--- src/rtl/cpo_pkg.sv ---
package cpo_pkg;

  // Loop behaviour selected by the control pair {mode_a, mode_b}
  typedef enum logic [1:0] {
    LOOP_CLEAR  = 2'b00,
    LOOP_TOGGLE = 2'b01,
    LOOP_KEEP   = 2'b10,
    LOOP_RING   = 2'b11
  } loop_mode_e;

  // State of the two loop elements
  typedef struct packed {
    logic a;
    logic b;
  } pair_t;

  function automatic loop_mode_e decode_mode(input logic in_a, input logic in_b);
    return loop_mode_e'({in_a, in_b});
  endfunction

endpackage

--- src/rtl/cpo_reset_sync.sv ---
module cpo_reset_sync #(
  parameter int STAGES = 2
) (
  input  logic clk,
  input  logic rst_n,
  output logic rst_sync_n
);

  logic [STAGES-1:0] sync_d;
  logic [STAGES-1:0] sync_q;

  always_comb begin
    sync_d = {sync_q[STAGES-2:0], 1'b1};
  end

  always_ff @(posedge clk or negedge rst_n) begin
    if (!rst_n) begin
      sync_q <= '0;
    end else begin
      sync_q <= sync_d;
    end
  end

  assign rst_sync_n = sync_q[STAGES-1];

endmodule

--- src/rtl/cpo_loop_logic.sv ---
module cpo_loop_logic
  import cpo_pkg::*;
(
  input  logic  mode_a,
  input  logic  mode_b,
  input  pair_t cur,
  output pair_t nxt
);

  loop_mode_e mode;

  always_comb begin
    mode = decode_mode(mode_a, mode_b);
    nxt  = '0;
    case (mode)
      LOOP_CLEAR: begin
        nxt = '0;
      end
      LOOP_KEEP: begin
        nxt = cur;
      end
      LOOP_TOGGLE: begin
        nxt.a = 1'b0;
        nxt.b = !cur.b;
      end
      LOOP_RING: begin
        nxt.a = !cur.a && cur.b;
        nxt.b = !cur.a && !cur.b;
      end
      default: begin
        nxt = '0;
      end
    endcase
  end

endmodule

--- src/rtl/cpo_delay_chain.sv ---
module cpo_delay_chain #(
  parameter int DEPTH = 2
) (
  input  logic clk,
  input  logic rst_n,
  input  logic din,
  output logic dout
);

  generate
    if (DEPTH == 1) begin : g_single
      logic stg_d;
      logic stg_q;

      always_comb begin
        stg_d = din;
      end

      always_ff @(posedge clk or negedge rst_n) begin
        if (!rst_n) begin
          stg_q <= 1'b0;
        end else begin
          stg_q <= stg_d;
        end
      end

      assign dout = stg_q;
    end else begin : g_shift
      logic [DEPTH-1:0] sr_d;
      logic [DEPTH-1:0] sr_q;

      always_comb begin
        sr_d = {sr_q[DEPTH-2:0], din};
      end

      always_ff @(posedge clk or negedge rst_n) begin
        if (!rst_n) begin
          sr_q <= '0;
        end else begin
          sr_q <= sr_d;
        end
      end

      assign dout = sr_q[DEPTH-1];
    end
  endgenerate

endmodule

--- src/rtl/cyclic_pair_osc.sv ---
module cyclic_pair_osc
  import cpo_pkg::*;
#(
  parameter int DLY_A       = 2,
  parameter int DLY_B       = 2,
  parameter int SYNC_STAGES = 2
) (
  input  logic clk,
  input  logic rst_n,
  input  logic mode_a,
  input  logic mode_b,
  output logic tap_a,
  output logic tap_b
);

  logic  rst_core_n;
  pair_t cur;
  pair_t nxt;

  cpo_reset_sync #(
    .STAGES(SYNC_STAGES)
  ) u_rsync (
    .clk       (clk),
    .rst_n     (rst_n),
    .rst_sync_n(rst_core_n)
  );

  always_comb begin
    cur.a = tap_a;
    cur.b = tap_b;
  end

  cpo_loop_logic u_logic (
    .mode_a(mode_a),
    .mode_b(mode_b),
    .cur   (cur),
    .nxt   (nxt)
  );

  cpo_delay_chain #(
    .DEPTH(DLY_A)
  ) u_chain_a (
    .clk  (clk),
    .rst_n(rst_core_n),
    .din  (nxt.a),
    .dout (tap_a)
  );

  cpo_delay_chain #(
    .DEPTH(DLY_B)
  ) u_chain_b (
    .clk  (clk),
    .rst_n(rst_core_n),
    .din  (nxt.b),
    .dout (tap_b)
  );

endmodule

--- config.mk ---
export PLATFORM = sky130hd
export DESIGN_NAME = cyclic_pair_osc
export DESIGN_NICKNAME = d
export VERILOG_FILES = /design/src/rtl/cpo_pkg.sv /design/src/rtl/cpo_reset_sync.sv /design/src/rtl/cpo_loop_logic.sv /design/src/rtl/cpo_delay_chain.sv /design/src/rtl/cyclic_pair_osc.sv
export SDC_FILE = /design/constraint.sdc
export NUM_CORES = 1
export LEC_CHECK = 0
export ABC_CLOCK_PERIOD_IN_PS = 830
export BUFFER_PORTS_ARGS = -buffer_cell sky130_fd_sc_hd__buf_2
export CORE_AREA = 8 8 45 47
export DETAILED_ROUTE_END_ITERATION = 6
export DIE_AREA = 0 0 53 55
export PLACE_DENSITY = 0.35
export SETUP_SLACK_MARGIN = 0.4
export SLEW_MARGIN = 20
export SYNTH_ARGS = -nofsm -noshare
export SYNTH_HDL_FRONTEND = slang
export SYNTH_SLANG_ARGS = --single-unit
--- constraint.sdc ---
create_clock -name clk -period 0.83 [get_ports clk]
set_clock_uncertainty 0.15 [all_clocks]
set_input_delay 0.249 -clock clk [delete_from_list [all_inputs] [get_ports clk]]
set_output_delay 0.249 -clock clk [all_outputs]
set_load 0.02 [all_outputs]
======== Word level (Yosys, flattened, before mapping) ========
Index checks and enable logic that the tools add are counted.
storage, ports and cells
  bits in registers ....................... 6
  latch bits .............................. 0
  bits in writable memories ............... 0
  bits in read-only memories .............. 0
  input port bits ......................... 4
  output and inout bits ................... 2
  word-level logic and storage cells ...... 12
  memories kept ........................... 0
cells by class
  $add $sub $neg .......................... 0
  multipliers ............................. 0
  div/mod/pow operators ................... 0
  order comparisons ....................... 0
  equal/unequal tests ..................... 3
  shift-type cells ........................ 0
  muxes and demuxes ....................... 1
  bitwise gates (word level) .............. 0
  reductions and logical operators ........ 5
operators with widths
  kind                number
  $pmux 2 s4          1
  $eq 2x2->1 const B  2
  $eq 2x1->1 const B  1
  $logic_and 1x1->1   2
  $logic_not 1->1     2
  $logic_not 2->1     1

======== Depth between registers and ports, before layout ========
Gate-level depths: netlist (run 1).
  depth in word-level cells ............... 3
  mapped depth ............................ 2
  gate-level depth less buffers ........... 2

======== Cells and area by module ========
From an unflattened synthesis (run 1), not the netlist that was laid out.
second synthesis, totals
  cell total of the unflattened synthesis .. 13
  area, all modules ....................... 200.2 µm²
modules (own cells, without submodules)
  module           times used  cells each  area each (µm²)  seq. area each (µm²)
  cpo_delay_chain  2           2           50.0             50.0
  cpo_reset_sync   1           3           53.8             50.0
  cpo_loop_logic   1           6           46.3             0.0

======== Worst setup path before layout (run 1) ========
Ideal clock, no wire load.
  path type ............................... reg-to-reg
  start point ............................. reg u_chain_b.g_shift.sr_q[1]
  end point ............................... reg u_chain_b.g_shift.sr_q[0]
  setup time .............................. 0.120 ns
  arrival ................................. 0.791 ns
  required time ........................... 0.560 ns
  setup slack ............................. -0.230 ns
  cell stages (with the launch flop) ...... 3
  path buffers ............................ 0
  period minus slack after synthesis ...... 1.060 ns
  cell sequence ........................... dfrtp_1 > and3b_1 > a31o_1
between the ends
  longest elaborated chain between the ends .. 3
ends and longest elaborated chain
  item                      RTL line                                    RTL
  start: declaration        cpo_delay_chain.sv:30                       logic [DEPTH-1:0] sr_q;
  start signal: assignment  cpo_delay_chain.sv:40                       sr_q <= sr_d;
  $logic_not 1->1           cpo_loop_logic.sv:24, cpo_loop_logic.sv:28
  $logic_and 1x1->1         cpo_loop_logic.sv:28                        nxt.b = !cur.a && !cur.b;
  $pmux 2 s4 *              cpo_loop_logic.sv:15                        case (mode)
  named net u_chain_b.din   cpo_delay_chain.sv:6                        input logic din,
The timed path passes the listed nets; every way through them passes the cells marked *.

======== Worst setup path in the final report (run 1) ========
  start point ............................. reg u_chain_a.g_shift.sr_q[1]
  end point ............................... out tap_a
RTL lines
  item                      RTL line               RTL
  start: declaration        cpo_delay_chain.sv:30
  start signal: assignment  cpo_delay_chain.sv:40
  end: declaration          cyclic_pair_osc.sv:12  output logic tap_a,
No word-level cell between the ends.

==> impl_metrics.csv, run 1 <==
group,metric,value,unit
yosys,netlist_area,198,um2
route,wire_per_inst,10.3,um
run_status,violations,"negative hold slack, negative setup slack",
min_path,hold_class,"in -> async",
route,drc,0,
cells_and_area,fin_util,23.1,%
floorplanning,rows,14,
route,viasPerCell,3.56,
route,via_count,146,
critical_path,path_class,"reg -> out",
run_status,status,"finished, violations left",
cells_and_area,fin_nets,31,
yosys,ys_types,8,
place,hpwlAfterDp,294,um
place,port-buffer-count,5,
clocking,h-tree-depth,1,
power,worst_ir_drop_vdd,710,uV
grt,grt_pass1_vias,154,
timing,hold_violations,6,
clocking,insertion_delay,0.24,ns
grt,grt_pass1_wl,627,um
timing,hold_ws,-0.364,ns
route,drt-total-wl,422,um
yosys,synth_warnings,0,
yosys,synthesis.nets,18,
timing,fin_crit_sh,141,%
timing,setup_ws,-0.336,ns
yosys,netlist_instances,14,
grt,grt_use_total,3.30,%
yosys,ys_ff_latch,6,
route,first_pass_iters,1,
timing,rsz0062_at_grt,"true",
job,cap_viol_max_count,0,
floorplanning,dieHeight,55,um
clocking,clockBufferDepth,2,
floorplanning,die_x,53,um
critical_path,critPathBufInv,1,
yosys,syn_area_per_cell,14.1,um2
floorplanning,io_pins,6,
timing,period_needed,1.17,ns
grt,grt.overflow.total,0,
cells_and_area,antennaDiodeCount,0,
critical_path,crit_arrival,0.77,ns
critical_path,worst-path-max-fanout,2,
timing,finalMaxSlewViolations,0,
cells_and_area,area_growth,62.0,%
critical_path,critical-path-top-delay-family,"flip-flops",
critical_path,cp.required,0.43,ns
timing,fmax,857,MHz
floorplanning,initial_utilization,14.3,%
cells_and_area,drive_above_1_share,56.0,%
cells_and_area,nFillCells,157,
clocking,cts_tree,"yes",
critical_path,critical-path-max-stage-delay,0.40,ns
critical_path,worstPathCellList,"buf_6",
yosys,synth-seq-area-share,75.9,%
clocking,clkTransAtPathRegs,0.04,ns
critical_path,endpoint_kind,"output pin",
timing,final.setup.tns,-1.27,ns
clocking,cts_buffers,3,
grt,grt_max_degree,5,
floorplanning,coreArea,0.00138,mm2
timing,setup_viol,4,
place,gp_congestion,0.635,
critical_path,worst_setup_path_start_kind,"flop",
power,leakage,0.153,nW
route,drtIter0Drc,0,
floorplanning,die_area,0.00292,mm2
critical_path,cp_slowest_cell,"dfrtp_2",
power,powerDensity,2160,mW/mm2
route,drtAntennaViolNets,0,
grt,antenna_found_initial,0,
clocking,cts_root_buffer,"clkbuf_4",
clocking,cts_sinks,6,
## kinds of logic after synthesis
family / after synthesis / synth area share (%)
buf+inv: 1 / 1.90
compound gates: 2 / 8.23
other cells: 1 / 1.90
flops: 6 / 75.9
simple gates: 4 / 12.0
## placed cells by master (no fill, tap or decap)
cell type,Yosys,final
a31o_1,1,1
and3b_1,1,1
buf_2,0,3
buf_4,0,2
buf_6,0,3
clkbuf_4,0,3
conb_1,1,1
dfrtp_1,6,4
dfrtp_2,0,2
inv_1,1,1
nand2_1,2,2
nand3b_1,1,1
o31ai_4,0,1
## registers in the layout (all words and copies together) (netlist names)
name	flops
u_rsync.sync_q	2
u_chain_b.g_shift.sr_q	2
u_chain_a.g_shift.sr_q	2
## metrics by stage
stage,hold WS (ns),power [mW],instance area (um2),worst slack (ns),cells
floorplan,-0.197,0.365,200,-0.209,14
global placement,-0.116,0.390,245,-0.148,35
detailed placement,-0.114,0.394,245,-0.170,35
CTS,-0.377,0.699,300,-0.353,40
global route,-0.378,0.743,320,-0.372,41
finish,-0.364,0.691,320,-0.336,41
## area by class of cell
class | instances | area (um2) | area share (%)
inverters | 1 | 3.75 | 1.17
flip-flops and latches | 6 | 153 | 47.7
clock buffers | 3 | 22.5 | 7.03
well taps | 16 | 20.0 | 6.25
repair buffers | 8 | 63.8 | 19.9
multi-input cells | 7 | 57.6 | 18.0
## final timing paths
path	start	end	slack [ns]	cells past startpoint
worst min-delay path	rst_n	u_rsync.sync_q[0]$_DFF_PN0_	-0.36	1
worst max register to register	u_chain_b.g_shift.sr_q[1]$_DFF_PN0_	u_chain_b.g_shift.sr_q[0]$_DFF_PN0_	-0.30	3
min in group clk	mode_b	u_chain_b.g_shift.sr_q[0]$_DFF_PN0_	0.13	2
worst max-delay path	u_chain_a.g_shift.sr_q[1]$_DFF_PN0_	tap_a	-0.34	1
worst min register to register	u_rsync.sync_q[1]$_DFF_PN0_	u_chain_b.g_shift.sr_q[0]$_DFF_PN0_	-0.10	0
max in group asynchronous	u_rsync.sync_q[1]$_DFF_PN0_	u_chain_a.g_shift.sr_q[1]$_DFF_PN0_	0.45	0
## cells in the mapped netlist
cell | instances | area, um2
a31o_1 | 1 | 8.76
and3b_1 | 1 | 8.76
conb_1 | 1 | 3.75
dfrtp_1 | 6 | 150
inv_1 | 1 | 3.75
nand2_1 | 2 | 7.51
nand3b_1 | 1 | 7.51
o31ai_1 | 1 | 7.51
## power breakdown
part	switching, mW	internal (mW)
sequential	0.0135	0.320
clock	0.0924	0.163
combinational	0.0473	0.0551
total	0.153	0.538
## repair_timing
item,4_1_cts,5_1_grt
endpoints found under the hold margin,6,6
gates resized for setup,5,2
setup endpoints to repair,7,7
setup buffers,2,1
## per-layer routing
| layer | up-vias | global-route usage [%] | wire length [um] |
|---|---|---|---|
| li1 | 67 | - | - |
| met3 | 0 | 3.74 | 59 |
| met4 | 0 | 2.59 | 0 |
| met2 | 6 | 3.52 | 174 |
| met5 | - | 0 | 0 |
| met1 | 73 | 3.40 | 188 |
(Power assumes the default switching activity.)
==> run 2, diff against run 1 <==
- SYNTH_HIERARCHICAL: default -> 1
==> impl_metrics.csv, run 2 <==
group,metric,value,unit
run_status,status,"finished, violations left",
run_status,violations,"negative hold slack, negative setup slack",
yosys,yosysTopAreaCell,"dfrtp_1",
timing,setup_ws,-0.343,ns
yosys,netlist_instances,13,
critical_path,worstPathCellList,"buf_6",
cells_and_area,antennaDiodeCount,0,
floorplanning,die_x,53,um
yosys,synth-seq-area-share,75.0,%
route,viasPerCell,3.36,
job,cap_viol_max_count,0,
cells_and_area,fin_nets,29,
floorplanning,die_area,0.00292,mm2
cells_and_area,reg.largest.list,"u_chain_a/g_shift.sr_q (2), u_chain_b/g_shift.sr_q (2), u_rsync/sync_q (2)",
floorplanning,io_pins,6,
place,gp_congestion,0.615,
route,first_pass_iters,3,
floorplanning,initial_utilization,14.5,%
yosys,synth.most_common_cell,"dfrtp_1",
place,dpl.cell_count,35,
yosys,synth-edff-count,0,
clocking,cts_root_buffer,"clkbuf_4",
clocking,clkTransAtPathRegs,0.04,ns
critical_path,endpoint_kind,"output pin",
yosys,synth_top_family_by_area,"simple AND/OR/NAND/NOR gates",
critical_path,cp.required,0.43,ns
route,drt-total-wl,384,um
yosys,synthesis.nets,17,
yosys,yosys.area_share.simple,13.8,%
critical_path,worst-path-max-fanout,2,
grt,grt_max_degree,5,
timing,final.setup.tns,-1.07,ns
critical_path,cp_slowest_cell,"dfrtp_2",
min_path,hold_class,"in -> async",
yosys,async_reset_ff_share,100,%
cells_and_area,drive_above_1_share,56.5,%
clocking,cts_buffers,3,
critical_path,critPathBufInv,1,
yosys,netlist_area,200,um2
timing,period_needed,1.17,ns
cells_and_area,fin_util,21.5,%
timing,fin_crit_sh,141,%
yosys,synth.top_cells.by_area,"dfrtp_1 75%, nand3b_1 7.5%, a21bo_1 5.0%",
yosys,netlist_top_cells_count,"6 x dfrtp_1, 2 x nand3b_1",
critical_path,worst_setup_path_start_kind,"flop",
place,port-buffer-count,5,
yosys,synth-compound-area-share,9.38,%
critical_path,crit_arrival,0.77,ns
timing,hold_ws,-0.367,ns
floorplanning,dieHeight,55,um
clocking,h-tree-depth,1,
yosys,muxShareOfSynthArea,0,%
yosys,synth_warnings,6,
critical_path,critical-path-max-stage-delay,0.40,ns
grt,grt.overflow.total,0,
floorplanning,rows,14,
critical_path,path_class,"reg -> out",
power,worst_ir_drop_vdd,507,uV
grt,grt_pass1_wl,738,um
place,place_area,255,um2
power,powerDensity,2280,mW/mm2
route,drtAntennaViolNets,0,
route,drtIter0Drc,2,
timing,setup_viol,4,
yosys,synth-adder-area-share,0,%
grt,grt_pass1_vias,178,
route,via_count,131,
place,hpwlAfterDp,301,um
grt,antenna_found_initial,0,
floorplanning,coreArea,0.00138,mm2
timing,rsz0062_at_grt,"true",
cells_and_area,final_common_cell,"dfrtp_1",
cells_and_area,fin_area,298,um2
power,report.power.total,0.678,mW
clocking,cts_tree,"yes",
timing,finalMaxSlewViolations,0,
grt,grt_use_total,3.84,%
yosys,ys_types,7,
timing,fmax,852,MHz
power,leakage,0.145,nW
critical_path,reg2reg_slack,-0.22,ns
yosys,syn_area_per_cell,15.4,um2
cells_and_area,area_growth,48.8,%
cells_and_area,final_cells,39,
critical_path,critical-path-top-delay-family,"flip-flops",
route,wire_per_inst,9.85,um
clocking,insertion_delay,0.24,ns
yosys,synthXorXnorAreaFrac,0,%
yosys,netlist.area_leader.share,75.0,%
cells_and_area,final_cell_mix,"4 x dfrtp_1, 3 x clkbuf_4, 3 x buf_2",
timing,hold_violations,6,
route,drc,0,
clocking,clockBufferDepth,2,
yosys,ys_ff_latch,6,
clocking,cts_sinks,6,
yosys,synth_ff_type,"dfrtp_1",
place,dp_slack,-0.131,ns
run 2: final timing paths:
check	startpoint	to	cells after the start
worst max-delay path	u_chain_b/g_shift.sr_q[1]$_DFF_PN0_	tap_b	1
worst min-delay path	rst_n	u_rsync/sync_q[0]$_DFF_PN0_	1
worst max register to register	u_chain_a/g_shift.sr_q[1]$_DFF_PN0_	u_chain_b/g_shift.sr_q[0]$_DFF_PN0_	3
worst min register to register	u_rsync/sync_q[1]$_DFF_PN0_	u_chain_b/g_shift.sr_q[1]$_DFF_PN0_	0
max in group asynchronous	u_rsync/sync_q[1]$_DFF_PN0_	u_chain_a/g_shift.sr_q[1]$_DFF_PN0_	0
min in group clk	mode_b	u_chain_a/g_shift.sr_q[0]$_DFF_PN0_	3
run 2: report_power, final:
group / internal [mW] / switching, mW
clock network: 0.163 / 0.0962
logic: 0.0464 / 0.0389
registers: 0.320 / 0.0138
total: 0.529 / 0.149
run 2: cells by family (layout without fill, tap and decap cells):
family                 after synthesis  in the layout
DFF                                  6              6
other                                1              1
AOI/OAI and AO/OA                    2              2
and+or+nand+nor                      4              4
buffers and inverters                0             10
run 2: what timing repair did:
action,CTS,global route
buffers inserted,1,0
gates resized for setup,4,0
endpoints found under the hold margin,6,6
setup endpoints to repair,7,7
run 2: routing by layer:
layer,up-vias,wire length [um],share of wire [%],global-route usage (%)
met2,6,164,43,4.49
met1,62,149,39,3.54
met5,-,0,0,0
met4,0,0,0,5.17
met3,0,71,18,3.21
li1,63,-,-,-
run 2: layout make-up:
class / count / area [um2]
Tap cell: 16 / 20.0
Fill cell: 149 / 1090
Clock buffer: 3 / 22.5
Timing Repair Buffer: 7 / 52.6
Multi-Input combinational cell: 7 / 50.0
Sequential cell: 6 / 153
==> run 3, diff against run 2 <==
- SETUP_SLACK_MARGIN: 0.4 -> default
==> impl_metrics.csv, run 3 (synthesis gave the netlist of run 2 again) <==
group,metric,value,unit
clocking,cts_tree,"yes",
clocking,clockBufferDepth,2,
timing,hold_violations,4,
timing,final.setup.tns,-1.07,ns
route,drtAntennaViolNets,0,
timing,hold_ws,-0.0960,ns
cells_and_area,drive_above_1_share,54.2,%
critical_path,r2r_end,"u_chain_b/g_shift.sr_q[0]$_DFF_PN0_",
cells_and_area,antennaDiodeCount,0,
grt,grt_pass1_wl,745,um
critical_path,worst_setup_path_start_kind,"flop",
place,port-buffer-count,5,
cells_and_area,final_cells,40,
place,dpl.cell_count,35,
route,drt-total-wl,380,um
timing,period_needed,1.17,ns
grt,grt_pass1_vias,181,
run_status,violations,"negative hold slack, negative setup slack",
floorplanning,initial_utilization,14.5,%
grt,grt_max_degree,5,
timing,fmax,852,MHz
cells_and_area,final_cell_mix,"4 x dfrtp_1, 3 x clkbuf_4, 3 x buf_2",
critical_path,endpoint_kind,"output pin",
critical_path,reg2reg_slack,-0.22,ns
floorplanning,dieHeight,55,um
floorplanning,coreArea,0.00138,mm2
route,wire_per_inst,9.50,um
critical_path,worstPathCellList,"buf_6",
critical_path,crit_arrival,0.77,ns
route,via_count,133,
cells_and_area,area_growth,53.7,%
critical_path,critPathBufInv,1,
place,gp_congestion,0.615,
cells_and_area,final_common_cell,"dfrtp_1",
critical_path,r2r_start,"u_chain_a/g_shift.sr_q[1]$_DFF_PN0_",
floorplanning,die_x,53,um
route,drc,0,
floorplanning,rows,14,
timing,rsz0062_at_grt,"true",
route,drtIter0Drc,2,
power,leakage,0.150,nW
grt,antenna_found_initial,0,
timing,finalMaxSlewViolations,0,
clocking,clkTransAtPathRegs,0.04,ns
job,cap_viol_max_count,0,
min_path,hold_class,"reg -> async",
place,hpwlAfterDp,301,um
clocking,cts_buffers,3,
critical_path,reg2regPathDepth,3,
cells_and_area,reg.largest.list,"u_chain_a/g_shift.sr_q (2), u_chain_b/g_shift.sr_q (2), u_rsync/sync_q (2)",
grt,grt.overflow.total,0,
critical_path,worst-path-max-fanout,2,
timing,setup_ws,-0.343,ns
run_status,status,"finished, violations left",
clocking,cts_sinks,6,
power,powerDensity,2210,mW/mm2
floorplanning,die_area,0.00292,mm2
clocking,h-tree-depth,1,
timing,fin_crit_sh,141,%
route,viasPerCell,3.33,
clocking,cts_hold_buffers,1,
cells_and_area,fin_nets,30,
cells_and_area,fin_util,22.2,%
critical_path,path_class,"reg -> out",
cells_and_area,nFillCells,146,
route,first_pass_iters,3,
critical_path,critical-path-top-delay-family,"flip-flops",
critical_path,cp_slowest_cell,"dfrtp_2",
clocking,cts_root_buffer,"clkbuf_4",
critical_path,critical-path-max-stage-delay,0.40,ns
clocking,insertion_delay,0.24,ns
power,worst_ir_drop_vdd,507,uV
grt,grt_use_total,3.84,%
critical_path,cp.required,0.43,ns
timing,setup_viol,4,
floorplanning,io_pins,6,
[run 3: worst max path at each step]
stage                                                   start                                   to  slack (ns)  cells after the start
final                     u_chain_b/g_shift.sr_q[1]$_DFF_PN0_                                tap_b       -0.34                      1
after global routing      u_chain_b/g_shift.sr_q[1]$_DFF_PN0_                                tap_b       -0.37                      1
after CTS                 u_chain_b/g_shift.sr_q[1]$_DFF_PN0_                                tap_b       -0.36                      1
after detailed placement  u_chain_a/g_shift.sr_q[1]$_DFF_PN0_                                tap_a       -0.13                      1
after global placement    u_chain_a/g_shift.sr_q[1]$_DFF_PN0_                                tap_a       -0.12                      1
after floorplan           u_chain_a/g_shift.sr_q[1]$_DFF_PN0_  u_chain_b/g_shift.sr_q[0]$_DFF_PN0_       -0.11                      2
[run 3: area by class of cell]
class	count	area, um2	share of cell area (%)
multi-input combinational	7	50.0	16.3
tap	16	20.0	6.50
clock buffer	3	22.5	7.32
timing repair buffer	8	62.6	20.3
sequential	6	153	49.6
[run 3: metal layers]
layer | wire length, um | track usage, %
met1 | 158 | 3.85
met2 | 164 | 4.49
met3 | 57 | 2.67
met4 | 0 | 5.17
met5 | 0 | 0
[run 3: power by group]
group,internal [mW],switching [mW]
clock,0.163,0.0962
sequential,0.320,0.0138
combinational,0.0494,0.0393
total,0.532,0.149
[run 3: metrics by stage]
| stage | setup slack [ns] | power [mW] | area [um2] |
|---|---|---|---|
| after floorplan | -0.106 | 0.367 | 203 |
| after global placement | -0.117 | 0.401 | 255 |
| after detailed placement | -0.131 | 0.406 | 255 |
| after CTS | -0.357 | 0.702 | 308 |
| after global routing | -0.371 | 0.727 | 308 |
| final | -0.343 | 0.682 | 308 |
[run 3: repair_timing]
item | in CTS | in global routing
endpoints found under the hold margin | 6 | 4
setup endpoints to repair | 4 | 4
setup buffers | 1 | 0
pin swaps | 0 | 0
cloned | 0 | 0
resized for setup | 4 | 0
